[src/rtl/psup_pkg.sv]
package psup_pkg;

  typedef enum logic [2:0] {
    PS_RESET   = 3'd0,
    PS_STOP    = 3'd1,
    PS_RUN     = 3'd2,
    PS_DRAIN   = 3'd3,
    PS_RECOVER = 3'd4,
    PS_LATCH   = 3'd5
  } psup_state_e;

  typedef struct packed {
    logic rst_low;    // supply under the logic reset level
    logic short_any;  // winding/diode or auxiliary short
    logic hiccup;     // faults restarted through a supply hiccup
    logic ovp;        // supply over-voltage
  } psup_fault_s;

  function automatic psup_state_e short_dest(input bit latched);
    return latched ? PS_LATCH : PS_RECOVER;
  endfunction

endpackage

[src/rtl/psup_dwell_timer.sv]
module psup_dwell_timer #(
  parameter int unsigned LIMIT = 8
) (
  input  logic clk,
  input  logic rst,
  input  logic run,
  output logic done
);
  localparam int unsigned CW = (LIMIT < 1) ? 1 : $clog2(LIMIT + 1);
  localparam logic [CW-1:0] LIM = CW'(LIMIT);

  logic [CW-1:0] cnt_q;

  always_ff @(posedge clk) begin
    if (rst || !run) begin
      cnt_q <= '0;
    end else if (cnt_q != LIM) begin
      cnt_q <= cnt_q + 1'b1;
    end
  end

  assign done = (cnt_q == LIM);

  AST_TMR_CLEAR: assert property (@(posedge clk) disable iff (rst)
    !run |=> (cnt_q == '0));

  AST_TMR_STEP: assert property (@(posedge clk) disable iff (rst)
    (run && cnt_q != LIM) |=> (cnt_q == $past(cnt_q) + 1'b1));

endmodule

[src/rtl/psup_fault_map.sv]
module psup_fault_map
  import psup_pkg::*;
(
  input  logic        vcc_below_off,
  input  logic        vcc_below_rst,
  input  logic        vcc_ovp,
  input  logic        bo_low,
  input  logic        temp_hot,
  input  logic        cs_short,
  input  logic        wind_short,
  input  logic        aux_short,
  output psup_fault_s flt,
  output logic        any_fault
);
  always_comb begin
    flt.rst_low   = vcc_below_rst;
    flt.short_any = wind_short | aux_short;
    flt.hiccup    = vcc_below_off | bo_low | temp_hot | cs_short;
    flt.ovp       = vcc_ovp;
    any_fault     = flt.rst_low | flt.short_any | flt.hiccup | flt.ovp;
  end
endmodule

[src/rtl/psup_core.sv]
module psup_core
  import psup_pkg::*;
#(
  parameter bit LATCHED = 1'b1
) (
  input  logic        clk,
  input  logic        rst,
  input  psup_fault_s flt,
  input  logic        any_fault,
  input  logic        vcc_above_on,
  input  logic        vcc_below_off,
  input  logic        bo_low,
  input  logic        ss_done,
  input  logic        rec_done,
  output psup_state_e state_q,
  output logic        drv_en,
  output logic        low_power,
  output logic        startup_cur
);
  psup_state_e nxt;
  logic        run_q;
  logic        bo_q;
  logic        bo_release;

  assign bo_release = bo_q & ~bo_low;

  always_comb begin
    nxt = state_q;
    unique case (state_q)
      PS_RESET: begin
        if (!flt.rst_low && vcc_above_on && !bo_low) nxt = PS_STOP;
      end
      PS_STOP, PS_RUN: begin
        if (flt.rst_low)                       nxt = PS_RESET;
        else if (flt.short_any)                nxt = short_dest(LATCHED);
        else if (flt.hiccup)                   nxt = PS_DRAIN;
        else if (flt.ovp)                      nxt = PS_RECOVER;
        else if (state_q == PS_STOP && ss_done) nxt = PS_RUN;
      end
      PS_DRAIN: begin
        if (flt.rst_low || vcc_below_off || bo_release) nxt = PS_RESET;
      end
      PS_RECOVER: begin
        if (flt.rst_low)                   nxt = PS_RESET;
        else if (rec_done && vcc_above_on) nxt = PS_STOP;
      end
      PS_LATCH: begin
        if (flt.rst_low) nxt = PS_RESET;
      end
      default: nxt = PS_RESET;
    endcase
  end

  always_ff @(posedge clk) begin
    if (rst) begin
      state_q     <= PS_RESET;
      run_q       <= 1'b0;
      low_power   <= 1'b0;
      startup_cur <= 1'b1;
      bo_q        <= 1'b0;
    end else begin
      state_q     <= nxt;
      run_q       <= (nxt == PS_RUN);
      low_power   <= (nxt == PS_DRAIN) || (nxt == PS_RECOVER) || (nxt == PS_LATCH);
      startup_cur <= (nxt == PS_RESET);
      bo_q        <= bo_low;
    end
  end

  // Registered run flag gated combinationally so a fault cuts drive at once.
  assign drv_en = run_q & ~any_fault;

  AST_DRV_IN_RUN: assert property (@(posedge clk) disable iff (rst)
    drv_en |-> (state_q == PS_RUN));

  AST_FAULT_LEAVES_RUN: assert property (@(posedge clk) disable iff (rst)
    (state_q == PS_RUN && any_fault) |=> (state_q != PS_RUN));

  AST_LATCH_STICKY: assert property (@(posedge clk) disable iff (rst)
    (state_q == PS_LATCH && !flt.rst_low) |=> (state_q == PS_LATCH));

  AST_RECOVER_GATED: assert property (@(posedge clk) disable iff (rst)
    (state_q == PS_RECOVER && !(rec_done && vcc_above_on) && !flt.rst_low)
      |=> (state_q == PS_RECOVER));

  AST_RST_LOW_WINS: assert property (@(posedge clk) disable iff (rst)
    flt.rst_low |=> (state_q == PS_RESET));

  AST_FLAGS_EXCL: assert property (@(posedge clk) disable iff (rst)
    !(startup_cur && low_power));

endmodule

[src/rtl/fault_supervisor.sv]
module fault_supervisor
  import psup_pkg::*;
#(
  parameter int unsigned ZCD_SHORT_CYC = 9_000_000,
  parameter int unsigned RECOVER_CYC   = 400_000_000,
  parameter int unsigned SOFTSTART_CYC = 4_000,
  parameter bit          LATCHED       = 1'b1
) (
  input  logic       clk,
  input  logic       rst,
  input  logic       vcc_above_on,
  input  logic       vcc_below_off,
  input  logic       vcc_below_rst,
  input  logic       vcc_ovp,
  input  logic       bo_low,
  input  logic       temp_hot,
  input  logic       cs_short,
  input  logic       wind_short,
  input  logic       zcd_low,
  output logic       drv_en,
  output logic       low_power,
  output logic       startup_cur,
  output logic [2:0] state
);
  psup_state_e st_q;
  psup_fault_s flt;
  logic        any_fault;
  logic        aux_short;
  logic        ss_done;
  logic        rec_done;

  psup_dwell_timer #(.LIMIT(ZCD_SHORT_CYC)) u_zcd_watch (
    .clk  (clk),
    .rst  (rst),
    .run  ((st_q == PS_RUN) && zcd_low),
    .done (aux_short)
  );

  psup_dwell_timer #(.LIMIT(SOFTSTART_CYC)) u_softstart (
    .clk  (clk),
    .rst  (rst),
    .run  (st_q == PS_STOP),
    .done (ss_done)
  );

  psup_dwell_timer #(.LIMIT(RECOVER_CYC)) u_recover (
    .clk  (clk),
    .rst  (rst),
    .run  (st_q == PS_RECOVER),
    .done (rec_done)
  );

  psup_fault_map u_map (
    .vcc_below_off (vcc_below_off),
    .vcc_below_rst (vcc_below_rst),
    .vcc_ovp       (vcc_ovp),
    .bo_low        (bo_low),
    .temp_hot      (temp_hot),
    .cs_short      (cs_short),
    .wind_short    (wind_short),
    .aux_short     (aux_short),
    .flt           (flt),
    .any_fault     (any_fault)
  );

  psup_core #(.LATCHED(LATCHED)) u_core (
    .clk           (clk),
    .rst           (rst),
    .flt           (flt),
    .any_fault     (any_fault),
    .vcc_above_on  (vcc_above_on),
    .vcc_below_off (vcc_below_off),
    .bo_low        (bo_low),
    .ss_done       (ss_done),
    .rec_done      (rec_done),
    .state_q       (st_q),
    .drv_en        (drv_en),
    .low_power     (low_power),
    .startup_cur   (startup_cur)
  );

  assign state = st_q;

endmodule

[config.mk]
export PLATFORM = sky130hd
export DESIGN_NAME = fault_supervisor
export DESIGN_NICKNAME = d
export VERILOG_FILES = /design/src/rtl/psup_pkg.sv /design/src/rtl/psup_dwell_timer.sv /design/src/rtl/psup_fault_map.sv /design/src/rtl/psup_core.sv /design/src/rtl/fault_supervisor.sv
export SDC_FILE = /design/constraint.sdc
export NUM_CORES = 1
export LEC_CHECK = 0
export CORE_ASPECT_RATIO = 0.9
export CORE_UTILIZATION = 40
export CTS_CLUSTER_DIAMETER = 60
export DETAILED_ROUTE_END_ITERATION = 7
export GPL_TIMING_DRIVEN = 0
export HOLD_SLACK_MARGIN = 0.12
export MAX_ROUTING_LAYER = met4
export PLACE_DENSITY = 0.53
export SLEW_MARGIN = 0
export SYNTH_ARGS = -nofsm -noshare
export SYNTH_HDL_FRONTEND = slang
export SYNTH_SLANG_ARGS = --single-unit
[constraint.sdc]
create_clock -name clk -period 2.45 [get_ports clk]
set_input_delay 0.49 -clock clk [delete_from_list [all_inputs] [get_ports clk]]
set_output_delay 0.49 -clock clk [all_outputs]
set_load 0.05 [all_outputs]
# Word-level counts from Yosys, hierarchy flattened
# Cells that the tools add are included.
[totals]
ff_bits = 72
elab_cells = 68
[op_classes]
n_addsub = 3
eq_ne = 15
muxes = 11
bitwise = 11
reduce_logical = 20
[ops]
columns = ["operator", "n"]
rows = [
  ["3-bit 2-to-1 mux", 10],
  ["29-bit by 1-bit adder with 29-bit output (second input constant)", 1],
  ["29-bit equality test (second input constant)", 1],
  ["29-bit != test (second input constant)", 1],
  ["24-bit by 1-bit adder with 24-bit output (second input constant)", 1],
  ["24-bit equality test (second input constant)", 1],
  ["24-bit != test (second input constant)", 1],
  ["3-bit case mux with 5 select lines", 1],
  ["12-bit by 1-bit adder with 12-bit output (second input constant)", 1],
  ["12-bit equality test (second input constant)", 1],
  ["3-bit by 2-bit equality test with 1-bit output (second input constant)", 4],
  ["3-bit equality test (second input constant)", 4],
  ["12-bit != test (second input constant)", 1],
  ["1-bit logical OR", 7],
  ["1-bit bitwise OR", 7],
  ["3-bit zero test", 2],
  ["1-bit logical AND", 5],
  ["1-bit zero test", 5],
  ["3-bit by 1-bit equality test with 1-bit output (second input constant)", 1],
  ["1-bit bitwise AND", 2],
  ["1-bit NOT", 2],
  ["2-bit OR reduction", 1],
]

# Depth between registers and ports, before layout
[logic_depth]
word_depth = 11
depth_mapped = 8
mapped_depth_nobuf = 8

# By module
# Synthesis repeated with hierarchy kept, for this count alone.
[unflattened]
cells_unflattened = 437
hier_area_um2 = 3816.2
[modules_own_cells]
columns = ["mod", "n_inst", "cells_each", "area_per_inst_um2", "seq_area_each_um2"]
rows = [
  ["psup_dwell_timer at u_recover", 1, 179, 1511.4, 580.6],
  ["psup_dwell_timer at u_zcd_watch", 1, 138, 1226.2, 480.5],
  ["psup_dwell_timer at u_softstart", 1, 73, 636.9, 240.2],
  ["psup_core", 1, 39, 374.1, 140.1],
  ["psup_fault_map", 1, 5, 40.0, 0.0],
  ["fault_supervisor", 1, 3, 27.5, 0.0],
]

# Worst setup path after synthesis
# OpenSTA, ideal clock, no wires.
[synth_timing]
kind = "register to output"
from = "reg u_zcd_watch.cnt_q[0]"
to = "out drv_en"
t_arrival_ns = 1.605
required_time_ns = 1.960
slack_ns = 0.355
path_stages_with_launch = 8
path_buffers = 0
cell_sequence = "dfxtp_1 inv_1 ha_1 nor4bb_1 nand4_1 nor2_1 nor2_1 and4_1"
[synth_via]
elab_chain_cells = 7
[synth_rtl]
columns = ["item", "line_no", "rtl"]
rows = [
  ["start, declared", "psup_dwell_timer.sv:12", "logic [CW-1:0] cnt_q;"],
  ["start signal, assigned", "psup_dwell_timer.sv:18", "cnt_q <= cnt_q + 1'b1;"],
  ["24-bit equality test", "psup_dwell_timer.sv:22", "assign done = (cnt_q == LIM);"],
  ["1-bit bitwise OR", "psup_fault_map.sv:17", "flt.short_any = wind_short | aux_short;"],
  ["1-bit bitwise OR (3 in a row)", "psup_fault_map.sv:20", "any_fault = flt.rst_low | flt.short_any | flt.hiccup | flt.ovp;"],
  ["1-bit NOT", "psup_core.sv:71", "assign drv_en = run_q & ~any_fault;"],
  ["1-bit bitwise AND", "psup_core.sv:71", ""],
  ["end, declared", "fault_supervisor.sv:20", "output logic drv_en,"],
]
# No other way between the ends.

# Final worst setup path
[layout_timing]
from = "in bo_low"
to = "out drv_en"
[layout_via]
elab_chain_cells = 7
[layout_rtl]
columns = ["item", "line_no", "rtl"]
rows = [
  ["start, declared", "fault_supervisor.sv:15", "input logic bo_low,"],
  ["1-bit bitwise OR (3 in a row)", "psup_fault_map.sv:18", "flt.hiccup = vcc_below_off | bo_low | temp_hot | cs_short;"],
  ["1-bit bitwise OR (2 in a row)", "psup_fault_map.sv:20", ""],
  ["1-bit NOT", "psup_core.sv:71", ""],
  ["1-bit bitwise AND", "psup_core.sv:71", ""],
]
# No other way between the ends.

==> results.py <==
metrics = {
    "sta": {
        "max_freq_mhz": 430.6,
        "fin_crit_sh_pct": 94.78,
        "worstMarginPinSlew_ns": 0.5769,
        "rsz0062_at_grt": "false",
        "setup_viol": 0,
        "worst_slew_margin_rel_pct": 61.25,
        "hold_ws_ns": 0.5114,
        "clock_skew_ns": 0.008535,
        "hold_viol_final": 0,
        "slew_viol_final": 0,
        "fin_crit_ns": 2.322,
    },
    "die": {
        "die-area_mm2": 0.008719,
        "core_area_mm2": 0.008068,
        "num_io_pins": 17,
        "die_w_um": 98.32,
        "rows": 31,
        "die_height_um": 88.68,
        "start_util_pct": 41.39,
    },
    "yosys": {
        "netlist_instances": 383,
        "ys.flop_type": "dfxtp_1",
        "synth_nets": 400,
        "synth_top_cell_by_area": "dfxtp_1",
        "synth_edf_count": 0,
        "ys_seq_elements": 72,
        "ys_types": 39,
        "ys_warn_count": 0,
        "seq_area_frac_synth_pct": 43.16,
        "async_flop_share_pct": 0,
        "synth_area_mm2": 0.003339,
        "synth_top_area_share_pct": 43.16,
        "synth.avg_cell_area_um2": 8.719,
        "synth.area.top_cells": "dfxtp_1 43%, xor2_1 10%, nor2_1 8.7%, nand3_1 5.5%, xnor2_1 5.0%",
    },
    "routing": {
        "antenna_left": 0,
        "wl_per_cell_um": 12.49,
        "detail_route.iter0.violations": 70,
        "dr.pass1.iters": 7,
        "routed_via_density": 5.016,
        "wl_mm": 6.447,
        "drcViolationCount": 3,
        "vias": 2588,
    },
    "setup_path": {
        "critPathKind": "in -> out",
        "crit_required_ns": 1.96,
        "endpoint_kind": "output pin",
        "arrival_ns": 1.83,
        "startpoint_type": "input port",
        "path_max_fanout": 4,
    },
    "cts": {
        "hold_buffers": 0,
        "clockBufferDepth": 2,
        "clock-sinks": 72,
        "cts-root-buf": "clkbuf_8",
        "cts_tree": "built",
        "cts_buffers": 9,
        "worstSkewPairLatency_ns": 0.34,
        "clkSlewWorstSetupHoldPaths_ns": 0.07,
        "cts.htree.levels": 3,
    },
    "hold_path": {
        "hold_class": "reg -> reg",
    },
    "power": {
        "p_comb_share_pct": 2.8,
        "pwr-share-seq_pct": 55.5,
        "power_frac_clock_pct": 41.7,
        "irDropWorstVdd_mv": 0.3802,
        "switching_share_pct": 21.09,
        "p_per_area_mw_per_mm2": 549.5,
        "power.total_w": 0.002120,
        "internal-power_w": 0.001673,
        "power.leakage_nw": 1.248,
        "p_switching_w": 0.0004472,
    },
    "status": {
        "violations": "DRC",
        "outcome": "complete, but fails checks",
    },
    "finish": {
        "fin_nets": 429,
        "n_antenna_cell": 0,
        "syn2layout_area_growth_pct": 15.55,
        "final_layout_size_suffix_gt1_share_pct": 7.434,
    },
    "placement": {
        "place_hpwl_mm": 4.606,
        "portBuffers": 16,
        "routabilityCongestion": 0.7528,
    },
    "global_routing": {
        "first_global_vias": 2304,
        "grt_usage_pct": 16.57,
        "grt_max_degree": 12,
        "grt_pass1_wl_mm": 10.96,
        "overflow": 0,
        "antenna_found_initial": 0,
    },
    "run": {
        "maxCapViolCount": 0,
    },
}
-- logic make-up (layout without fill, tap and decap cells) --
family / Yosys count / in the layout / synth area share, %
adders and majority gates: 6 / 6 / 2.248
xor gates and xnor gates: 58 / 58 / 15.21
DFF: 72 / 72 / 43.16
AOI/OAI and AO/OA: 19 / 19 / 3.859
muxes: 3 / 3 / 0.9367
buffers and inverters: 21 / 55 / 2.360
and+or+nand+nor: 204 / 204 / 32.22
-- cell type report --
cell class | instances | area, µm²
buffer | 9 | 33.78
clock buffer | 13 | 138.9
clock inverter | 3 | 42.54
fill | 794 | 4209
inverter | 12 | 45.04
multi-input combinational | 290 | 1854
sequential | 72 | 1444
tap | 99 | 123.9
timing repair buffer | 18 | 176.4
-- critical path: stages --
cell and delay, ns:
clkdlybuf4s50_1 0.47, nor4_2 0.41, and4_1 0.29, buf_6 0.17
-- sequential cells by signal (all words and copies together), names as in the netlist --
signal              flops
u_softstart.cnt_q      12
u_core.state_q          3
u_zcd_watch.cnt_q      24
u_core.low_power        1
u_core.bo_q             1
u_core.startup_cur      1
u_recover.cnt_q        29
u_core.run_q            1
-- metrics by stage --
| step | cells | cell area [µm²] | TNS (ns) | setup WS (ns) | utilization [%] |
|---|---|---|---|---|---|
| floorplan | 383 | 3339 | 0 | 0.3554 | - |
| global placement | 498 | 3623 | -0.6213 | -0.6213 | 44.91 |
| detailed placement | 498 | 3623 | -0.6924 | -0.6735 | 44.91 |
| CTS | 516 | 3850 | 0 | 0.01393 | 47.72 |
| global route | 516 | 3859 | 0 | 0.0008986 | 47.83 |
| finish | 516 | 3859 | 0 | 0.1278 | 47.83 |
-- Yosys cell counts (6+ instances only) --
library cell   n
nand4_1        8
and3_1        15
xor2_1        39
xnor2_1       19
dfxtp_1       72
inv_1         12
nor3_1         9
a21oi_1        6
clkbuf_1       9
nand3_1       37
nor2_1        77
nand2_1       20
ha_1           6
-- layout by cell type, fill, tap and decap left out, types with 9 or more instances in the layout --
master	Yosys	final
dfxtp_1	72	70
clkdlybuf4s50_1	0	15
nor3_1	9	9
clkbuf_8	0	9
xnor2_1	19	19
clkbuf_1	9	13
and3_1	15	15
inv_1	12	12
xor2_1	39	39
nand2_1	20	20
nand3_1	37	37
nor2_1	77	76
-- per-layer routing --
layer  global-route usage [%]  part of all wire, %  vias to the layer above
li1                         -                    -                     1364
met3                    4.739                  4.1                        8
met4                    7.056                  1.6                        0
met1                    22.65                   56                     1175
met5                        -                    0                        -
met2                    22.60                   39                       41
-- final timing paths --
kind / end / from / depth (start not counted) / slack [ns]
max: drv_en / bo_low / 4 / 0.13
min: u_recover.cnt_q[17] / u_recover.cnt_q[17] / 2 / 0.51
max reg2reg: u_core.startup_cur / u_zcd_watch.cnt_q[0] / 10 / 0.22
min reg2reg: u_recover.cnt_q[17] / u_recover.cnt_q[17] / 2 / 0.51
-- timing repair --
| action | CTS | global route |
|---|---|---|
| resized for setup | 12 | 3 |
| cloned | 0 | 0 |
| pin swaps | 2 | 4 |
| setup endpoints to repair | 1 | 1 |
| hold endpoints to repair | 0 | 0 |
| setup buffers | 2 | 0 |
-- power groups by stage --
stage	Clock (W)	Combinational (W)	Sequential, W
final	0.000884	0.0000600	0.00118
after detailed placement	0	0.0000588	0.00120
after CTS	0.000920	0.0000601	0.00118
after global routing	0.000964	0.0000660	0.00118
after global placement	0	0.0000591	0.00120
after floorplan	0	0.0000203	0.00121
(Power assumes the default switching activity.)
